## src/rtl/wkgap_pkg.sv

```systemverilog
package wkgap_pkg;

   typedef enum logic [1:0] {
      S_IDLE = 2'd0,
      S_ARM  = 2'd1,
      S_DATA = 2'd2,
      S_GAP  = 2'd3
   } tx_state_e;

   localparam int MIN_IDLE_BITS = 10;

   function automatic int max_int(input int a, input int b);
      return (a > b) ? a : b;
   endfunction

   function automatic int frame_width(input int dw);
      return dw + 3;
   endfunction

endpackage

```

## src/rtl/wkgap_frame_build.sv

```systemverilog
module wkgap_frame_build #(
   parameter int DATA_W  = 8,
   parameter int ADDR_EN = 1,
   parameter int FRAME_W = DATA_W + 3,
   parameter int CNT_W   = 4
) (
   input  logic [DATA_W-1:0]  data,
   input  logic               wake,
   input  logic               addr_mode,
   output logic [FRAME_W-1:0] frame,
   output logic [CNT_W-1:0]   len_m1,
   output logic               gap_req
);

   logic mode_eff;

   generate
      if (ADDR_EN != 0) begin : g_addr
         assign mode_eff = addr_mode;
      end else begin : g_noaddr
         logic unused_mode;
         assign unused_mode = addr_mode;
         assign mode_eff    = 1'b0;
      end
   endgenerate

   always_comb begin
      frame            = '1;
      frame[0]         = 1'b0;
      frame[DATA_W:1]  = data;
      if (mode_eff) begin
         frame[DATA_W+1] = wake;
      end
   end

   assign len_m1  = mode_eff ? CNT_W'(DATA_W + 2) : CNT_W'(DATA_W + 1);
   assign gap_req = wake & ~mode_eff;

endmodule

```

## src/rtl/wkgap_hold_reg.sv

```systemverilog
module wkgap_hold_reg #(
   parameter int DATA_W = 8
) (
   input  logic              clk,
   input  logic              rst_n,
   input  logic              wr_en,
   input  logic [DATA_W-1:0] wr_data,
   input  logic              wake_wr_en,
   input  logic              wake_wr_val,
   input  logic              irq_en,
   input  logic              xfer,
   output logic [DATA_W-1:0] hold_data,
   output logic              hold_full,
   output logic              wake_q,
   output logic              tx_ready,
   output logic              tx_irq
);

   always_ff @(posedge clk or negedge rst_n) begin
      if (!rst_n) begin
         hold_full <= 1'b0;
         hold_data <= '0;
      end else if (xfer) begin
         hold_full <= 1'b0;
      end else if (wr_en && !hold_full) begin
         hold_full <= 1'b1;
         hold_data <= wr_data;
      end
   end

   // A software write of the wake bit takes priority over the clear on transfer
   always_ff @(posedge clk or negedge rst_n) begin
      if (!rst_n) begin
         wake_q <= 1'b0;
      end else if (wake_wr_en) begin
         wake_q <= wake_wr_val;
      end else if (xfer) begin
         wake_q <= 1'b0;
      end
   end

   always_ff @(posedge clk or negedge rst_n) begin
      if (!rst_n) begin
         tx_irq <= 1'b0;
      end else begin
         tx_irq <= xfer & irq_en;
      end
   end

   assign tx_ready = ~hold_full;

endmodule

```

## src/rtl/wkgap_shifter.sv

```systemverilog
module wkgap_shifter
   import wkgap_pkg::*;
#(
   parameter int IDLE_BITS = 10,
   parameter int FRAME_W   = 11,
   parameter int CNT_W     = 4
) (
   input  logic               clk,
   input  logic               rst_n,
   input  logic               baud_tick,
   input  logic               hold_full,
   input  logic [FRAME_W-1:0] frame,
   input  logic [CNT_W-1:0]   len_m1,
   input  logic               gap_req,
   output logic               xfer,
   output logic               txd,
   output logic               gap_busy
);

   localparam logic [CNT_W-1:0] GAP_M1 = CNT_W'(IDLE_BITS - 1);

   tx_state_e          st;
   logic [FRAME_W-1:0] sh;
   logic [CNT_W-1:0]   rem;
   logic               end_ev;

   assign end_ev   = baud_tick && (rem == '0) && (st == S_DATA || st == S_GAP);
   assign xfer     = hold_full && (st == S_IDLE || end_ev);
   assign gap_busy = (st == S_GAP);

   always_ff @(posedge clk or negedge rst_n) begin
      if (!rst_n) begin
         st  <= S_IDLE;
         txd <= 1'b1;
         sh  <= '1;
         rem <= '0;
      end else if (xfer) begin
         if (gap_req) begin
            st  <= S_GAP;
            rem <= GAP_M1;
            txd <= 1'b1;
         end else if (st == S_IDLE) begin
            st  <= S_ARM;
            sh  <= frame;
            rem <= len_m1;
         end else begin
            st  <= S_DATA;
            txd <= frame[0];
            sh  <= {1'b1, frame[FRAME_W-1:1]};
            rem <= len_m1;
         end
      end else begin
         unique case (st)
            S_ARM: begin
               if (baud_tick) begin
                  txd <= sh[0];
                  sh  <= {1'b1, sh[FRAME_W-1:1]};
                  st  <= S_DATA;
               end
            end
            S_DATA: begin
               if (baud_tick) begin
                  if (rem == '0) begin
                     st  <= S_IDLE;
                     txd <= 1'b1;
                  end else begin
                     txd <= sh[0];
                     sh  <= {1'b1, sh[FRAME_W-1:1]};
                     rem <= rem - 1'b1;
                  end
               end
            end
            S_GAP: begin
               if (baud_tick) begin
                  if (rem == '0) begin
                     st <= S_IDLE;
                  end else begin
                     rem <= rem - 1'b1;
                  end
               end
            end
            default: begin
               txd <= 1'b1;
            end
         endcase
      end
   end

endmodule

```

## src/rtl/wkgap_uart_tx.sv

```systemverilog
module wkgap_uart_tx
   import wkgap_pkg::*;
#(
   parameter int DATA_W    = 8,
   parameter int IDLE_BITS = 10,
   parameter int ADDR_EN   = 1
) (
   input  logic              clk,
   input  logic              rst_n,
   input  logic              baud_tick,
   input  logic              addr_mode,
   input  logic              irq_en,
   input  logic              wr_en,
   input  logic [DATA_W-1:0] wr_data,
   input  logic              wake_wr_en,
   input  logic              wake_wr_val,
   output logic              tx_ready,
   output logic              wake_q,
   output logic              tx_irq,
   output logic              txd
);

   localparam int FRAME_W = frame_width(DATA_W);
   localparam int CNT_W   = $clog2(max_int(FRAME_W, IDLE_BITS) + 1);

   generate
      if (DATA_W < 1 || DATA_W > 16) begin : g_bad_width
         $error("wkgap_uart_tx: DATA_W must lie in 1..16");
      end
      if (IDLE_BITS < MIN_IDLE_BITS) begin : g_bad_idle
         $error("wkgap_uart_tx: IDLE_BITS below the minimum idle gap");
      end
      if (ADDR_EN != 0 && ADDR_EN != 1) begin : g_bad_addr
         $error("wkgap_uart_tx: ADDR_EN must be 0 or 1");
      end
   endgenerate

   logic [DATA_W-1:0]  hold_data;
   logic               hold_full;
   logic               xfer;
   logic [FRAME_W-1:0] frame;
   logic [CNT_W-1:0]   len_m1;
   logic               gap_req;
   logic               gap_busy;

   wkgap_hold_reg #(
      .DATA_W (DATA_W)
   ) hold_i (
      .clk         (clk),
      .rst_n       (rst_n),
      .wr_en       (wr_en),
      .wr_data     (wr_data),
      .wake_wr_en  (wake_wr_en),
      .wake_wr_val (wake_wr_val),
      .irq_en      (irq_en),
      .xfer        (xfer),
      .hold_data   (hold_data),
      .hold_full   (hold_full),
      .wake_q      (wake_q),
      .tx_ready    (tx_ready),
      .tx_irq      (tx_irq)
   );

   wkgap_frame_build #(
      .DATA_W  (DATA_W),
      .ADDR_EN (ADDR_EN),
      .FRAME_W (FRAME_W),
      .CNT_W   (CNT_W)
   ) build_i (
      .data      (hold_data),
      .wake      (wake_q),
      .addr_mode (addr_mode),
      .frame     (frame),
      .len_m1    (len_m1),
      .gap_req   (gap_req)
   );

   wkgap_shifter #(
      .IDLE_BITS (IDLE_BITS),
      .FRAME_W   (FRAME_W),
      .CNT_W     (CNT_W)
   ) shift_i (
      .clk       (clk),
      .rst_n     (rst_n),
      .baud_tick (baud_tick),
      .hold_full (hold_full),
      .frame     (frame),
      .len_m1    (len_m1),
      .gap_req   (gap_req),
      .xfer      (xfer),
      .txd       (txd),
      .gap_busy  (gap_busy)
   );

endmodule

```

## config.mk

```make
export PLATFORM = sky130hd
export DESIGN_NAME = wkgap_uart_tx
export DESIGN_NICKNAME = d
export VERILOG_FILES = /design/src/rtl/wkgap_pkg.sv /design/src/rtl/wkgap_frame_build.sv /design/src/rtl/wkgap_hold_reg.sv /design/src/rtl/wkgap_shifter.sv /design/src/rtl/wkgap_uart_tx.sv
export SDC_FILE = /design/constraint.sdc
export NUM_CORES = 1
export LEC_CHECK = 0
export ABC_AREA = 1
export BUFFER_PORTS_ARGS = -buffer_cell sky130_fd_sc_hd__buf_2
export CAP_MARGIN = 30
export CORE_AREA = 2 2 69 71
export DETAILED_ROUTE_END_ITERATION = 12
export DIE_AREA = 0 0 71 73
export PLACE_DENSITY = 0.65
export SLEW_MARGIN = 20
export SYNTH_ARGS = -nofsm -noshare
export SYNTH_HDL_FRONTEND = slang
export SYNTH_HIERARCHICAL = 1
export SYNTH_SLANG_ARGS = --single-unit
export TNS_END_PERCENT = 30
```

## constraint.sdc

```tcl
create_clock -name clk -period 1.6 [get_ports clk]
set_input_delay 0.08 -clock clk [delete_from_list [all_inputs] [get_ports clk]]
set_output_delay 0.08 -clock clk [all_outputs]
set_load 0.01 [all_outputs]
```

# == Word level (Yosys, flattened, before mapping) ==
# Index checks and enable logic that the tools add are counted.
# totals
reg_bits,29
latch_bits,0
ramBits,0
romBits,0
input_bits,16
out_inout_bits,4
mem_count,0
# classes
add_sub_neg,1
multipliers,0
div,0
magnitude_cmp,0
n_eq_ne,12
n_shift,0
mux,32
bitwise_logic,5
reduce_logical,21
# op_table
operator,count
$mux 11,5
$pmux 11 s2,1
$mux 2,8
$mux 4,4
$ne 3x3->1 const B,4
$mux 1,11
$mux 10,1
$reduce_and 4->1,2
$reduce_bool 2->1,4
$ne 3x1->1 const B,2
$reduce_bool 3->1,2
$reduce_and 5->1,1
$eq 2x2->1 const B,2
$logic_and 1x1->1,4
$logic_not 4->1,1
$ne 2x2->1 const B,2
$pmux 2 s2,1
$sub 4x1->4 const B,1
$not 1->1,3
$pmux 1 s3,1
$reduce_and 3->1,1
$and 1x1->1,2
$eq 2x1->1 const B,1
$logic_not 2->1,1
5 further kinds,6

# == Logic depth before layout (Yosys ltp) ==
# logic_depth
ltp_word,7
ltp_mapped,12

# == Cells and area by module ==
# The synthesis kept the hierarchy.
# modules_own_cells
mod,n_inst,cells_each,area_per_inst_um2,seq_area_each_um2
wkgap_shifter,1,209,1363.8,465.4
wkgap_hold_reg,1,46,445.4,275.3
wkgap_frame_build,1,19,122.6,0.0

# == Least setup slack after synthesis ==
# No wires, ideal clock.
# synth_timing
path_type,register -> register
start,register shift_i.rem[0]
end,register hold_i.hold_data[0]
t_arrival_ns,1.518
t_required_ns,1.483
setup_slack_ns,-0.035
path_stages_with_launch,12
path_buffers,1
period_less_slack_ns,1.635
path_cell_list,dfrtp_1 > inv_1 > ha_1 > nand3_2 > nand2_4 > nand2_2 > buf_2 > inv_1 > inv_2 > nand3_4 > nand2_1 > nand2_1
# synth_via
elab_chain_len,7
# synth_rtl
element,line,rtl
"start, declared",wkgap_shifter.sv:24,logic [CNT_W-1:0] rem;
"start signal, assigned",wkgap_shifter.sv:45,rem <= len_m1;
"start signal, assigned",wkgap_shifter.sv:50,rem <= len_m1;
"start signal, assigned",wkgap_shifter.sv:69,rem <= rem - 1'b1;
$logic_not 4->1,wkgap_shifter.sv:27,assign end_ev = baud_tick && (rem == '0) && (st == S_DATA || st == S_GAP);
$logic_and 1x1->1 (2 in series),wkgap_shifter.sv:27,
$logic_or 1x1->1,wkgap_shifter.sv:28,assign xfer = hold_full && (st == S_IDLE || end_ev);
$logic_and 1x1->1,wkgap_shifter.sv:28,
net xfer,wkgap_uart_tx.sv:40,logic xfer;
$not 1->1 (no line),n/a,
$reduce_and 2->1 (no line),n/a,
"end signal, assigned",wkgap_hold_reg.sv:27,hold_data <= wr_data;
"end, declared",wkgap_hold_reg.sv:12,"output logic [DATA_W-1:0] hold_data,"
# The timed path passes the listed nets, and every way through them passes these cells.
# A chain may end at the register's enable or synchronous reset.

# == Worst setup path after layout ==
# layout_timing
start,register shift_i.st[0]
end,register hold_i.hold_data[4]
# layout_via
elab_chain_len,7
word_cells_on_any_way,9
# layout_rtl
element,line,rtl
"start, declared",wkgap_shifter.sv:22,tx_state_e st;
"start signal, assigned",wkgap_shifter.sv:33,st <= S_IDLE;
"start signal, assigned",wkgap_shifter.sv:39,st <= S_GAP;
"start signal, assigned",wkgap_shifter.sv:43,st <= S_ARM;
$eq 2x2->1,wkgap_shifter.sv:27,
$logic_or 1x1->1,wkgap_shifter.sv:27,
$logic_and 1x1->1,wkgap_shifter.sv:27,
$logic_or 1x1->1 (*),wkgap_shifter.sv:28,
$logic_and 1x1->1 (*),wkgap_shifter.sv:28,
net xfer,wkgap_uart_tx.sv:40,
$not 1->1 (no line) (*),n/a,
$reduce_and 2->1 (no line) (*),n/a,
# Mark *: on every way through the listed nets, which the timed path passes. The rest lies on a longest branch.

==> results.md <==
- PD cells: roughly 2100 nW/um^2
- Tmin final: between 1.5 and 2 ns
- Cell taking the most area after synthesis: dfrtp_1
- CP Max Fanout: 8
- Post-synthesis cell area: 1930 um^2
- Status: completed
- Crit share post-route: between 90 and 100%
- Reg power frac: 29.0%
- Hold Crit Class: input pin to flip-flop
- Max-slew violation count: 0
- Vias in the first global route: roughly 1600
- DRT iter0 DRCs: 86
- Yosys reg bits: 29
- Setup crit start kind: flip-flop
- Rows: 25
- Critical path capture point type: flip-flop
- Post-synth EDFFs: 0
- Boundary Pins: 20
- First-pass GRT wire length: 7.04 mm
- CTS sink count: 29
- Pin count of the biggest net entering global routing: 30
- CTS tree: done
- Fmax: 654 MHz
- Max-Cap Viols: 0
- Die ar.: between 5000 and 6000 um^2
- Drt via density: around 4.7
- CTS Buffer Depth: 2
- Root Buffer: clkbuf_8
- Synthesis Warnings: 6
- Starting Density: around 43%
- Router iterations before antenna repair: 4
- Top cells by count, synth: nand2_1 (96), nand3_1 (33), inv_1 (28)
- Fin cells: roughly 350
- H-tree levels: 2
- Initial antenna violation count: 0
- Global route overflow: 0
- Placed Cells incl. Taps: approximately 340
- Post-DP HPWL: 2.87 mm
- Sw Pwr: 2190 uW
- Routed WL: between 3 and 4 mm
- Share of layout cells above drive strength 1: between 20% and 30%
- Critical path class: flip-flop to flip-flop
- Die Y-Extent: ~73 um
- Combinational Power Share: 58.9%
- GRT Total Usage: approximately 17%
- Hold slack final: around 0.056 ns
- Setup violators final: 0
- Post-synthesis cell type count: 23
- Worst vdd ir: roughly 0.88 mV
- Drt drc: 0
- Sw frac: 46.2%
- Routed vias: 1672
- Required time of the critical path: about 1.8 ns
- Cells after Synth: 274
- RD Place Congestion: approximately 0.83
- RSZ-0062 raised after global routing: yes
- Top cells by area, synth: dfrtp_1 (22%), nand2_1 (19%), dfstp_2 (16%), nand3_1 (8.5%), buf_4 (6.2%)
- Worst skew pair latency: about 0.28 ns
- Crit path DAT: 1.71 ns
- Power Total: between 4000 and 5000 uW
- Ys async rst share: between 90% and 100%
- Int Power: approximately 2500 uW
- Worst-path clk slew: approximately 0.06 ns
- Clk pwr share: between 10% and 20%
- Setup TNS: 0 ns
- Core area: around 4500 um^2
- Die width: 71 um
- Skew final: around 0.0075 ns
- Hold Vio Cnt, Final: 0
- Routed len/inst: about 11 um
- Synth-to-layout area growth: 17.2%
- Nets: around 320
- Slew headroom: 58.7%
- Most common cell in the netlist: nand2_1
- Diodes inserted: 0
- P_leak: 0.00121 uW
- Post-synth top flop: dfrtp_1
- ANT nets after route: 0
- Mean Syn Cell Area: approximately 7 um^2
- Sequential area share after synthesis: between 30% and 40%
- IO buf count: 19
- Top-area cell type share of the netlist area: ~22%
- Worst Tran Pin Value: 0.620 ns
- Num CTS Buffers: 5
## worst max-delay path: stages (launching register included)
cell and delay, ns:
dfrtp_1 0.44, buf_4 0.17, a21oi_4 0.27, nand2_8 0.11, clkinvlp_4 0.14, clkinvlp_4 0.13
nand4_1 0.11, nand2_1 0.06
## power by group through the flow
stage / clock network (uW) / registers [uW] / logic (uW)
2_1_floorplan: 0 / 1320 / 2060
3_3_place_gp: 0 / 1370 / 2490
3_5_place_dp: 0 / 1360 / 2530
4_1_cts: 594 / 1360 / 2550
5_1_grt: 637 / 1420 / 3200
6_report: 572 / 1370 / 2790
## final timing paths
| kind | startpoint | end | slack [ns] | cells after the start |
|---|---|---|---|---|
| worst max register to register | shift_i/st[0] | hold_i/hold_data[4] | 0.07 | 7 |
| worst min-delay path | wr_data[3] | hold_i/hold_data[3] | 0.06 | 3 |
| worst min register to register | shift_i/txd | shift_i/txd | 0.46 | 2 |
| worst max-delay path | shift_i/st[0] | hold_i/hold_data[4] | 0.07 | 7 |
| min in group asynchronous | rst_n | hold_i/hold_data[4] | 0.35 | 2 |
| max in group asynchronous | rst_n | shift_i/st[1] | 0.81 | 2 |
## routing by layer
metal  vias up  global-route usage, %  wire [um]
li1        901                      -          -
met1       737                   22.3       1960
met2        29                   27.1       1770
met3         5                   4.14        113
met4         0                   7.34         68
met5         -                      0          0
## repair_timing
| item | CTS | global route |
|---|---|---|
| endpoints found under the setup margin | 0 | 27 |
| hold buffers | 4 | 0 |
| endpoints found under the hold margin | 19 | 0 |
| setup buffers | 0 | 1 |
| gates resized for setup | 0 | 23 |
## cells by family after synthesis
family | share of synthesized area [%]
AND/OR/NAND/NOR | 37.3
adder cells (fa/ha/maj) | 3.24
buffers and inverters | 13.9
other | 0.389
AO/OA/AOI/OAI | 6.80
flip-flops | 38.3
## area by class of cell
cell class | count | area [um^2]
Fill cell | 439 | 2270
Multi-Input combinational cell | 193 | 985
Sequential cell | 29 | 742
Timing Repair Buffer | 37 | 255
Inverter | 31 | 125
Clock buffer | 7 | 76.3
Tap cell | 54 | 67.6
Timing Repair inverter | 1 | 7.51
Clock inverter | 1 | 5.00
## placed cells by master (no fill, tap or decap), types with 3 or more instances in the layout
cell type	count
a21oi_1	4
buf_2	19
buf_4	10
buf_6	4
clkbuf_8	5
conb_1	4
dfrtp_1	16
dfstp_2	12
dlygate4sd3_1	4
ha_1	3
inv_1	23
inv_2	5
nand2_1	95
nand2_2	3
nand2_4	3
nand3_1	33
nand4_1	10
nor2_1	9
o21ai_0	13
o21ai_1	5
## flip-flops by register name, indices dropped and copies added (netlist names)
| name | flops |
|---|---|
| hold_i/hold_full | 1 |
| hold_i/wake_q | 1 |
| shift_i/rem | 4 |
| shift_i/txd | 1 |
| shift_i/sh | 11 |
| hold_i/tx_irq | 1 |
| shift_i/st | 2 |
| hold_i/hold_data | 8 |
## metrics by stage
stage	setup slack, ns	util (%)	cell area, um^2
after floorplan	0.00497	-	1940
after global placement	0.0670	45.1	2050
after detailed placement	0.0302	45.1	2050
after CTS	0.00904	47.8	2170
after global routing	-0.0157	49.9	2260
final	0.0708	49.9	2260
(Power assumes the default switching activity.)
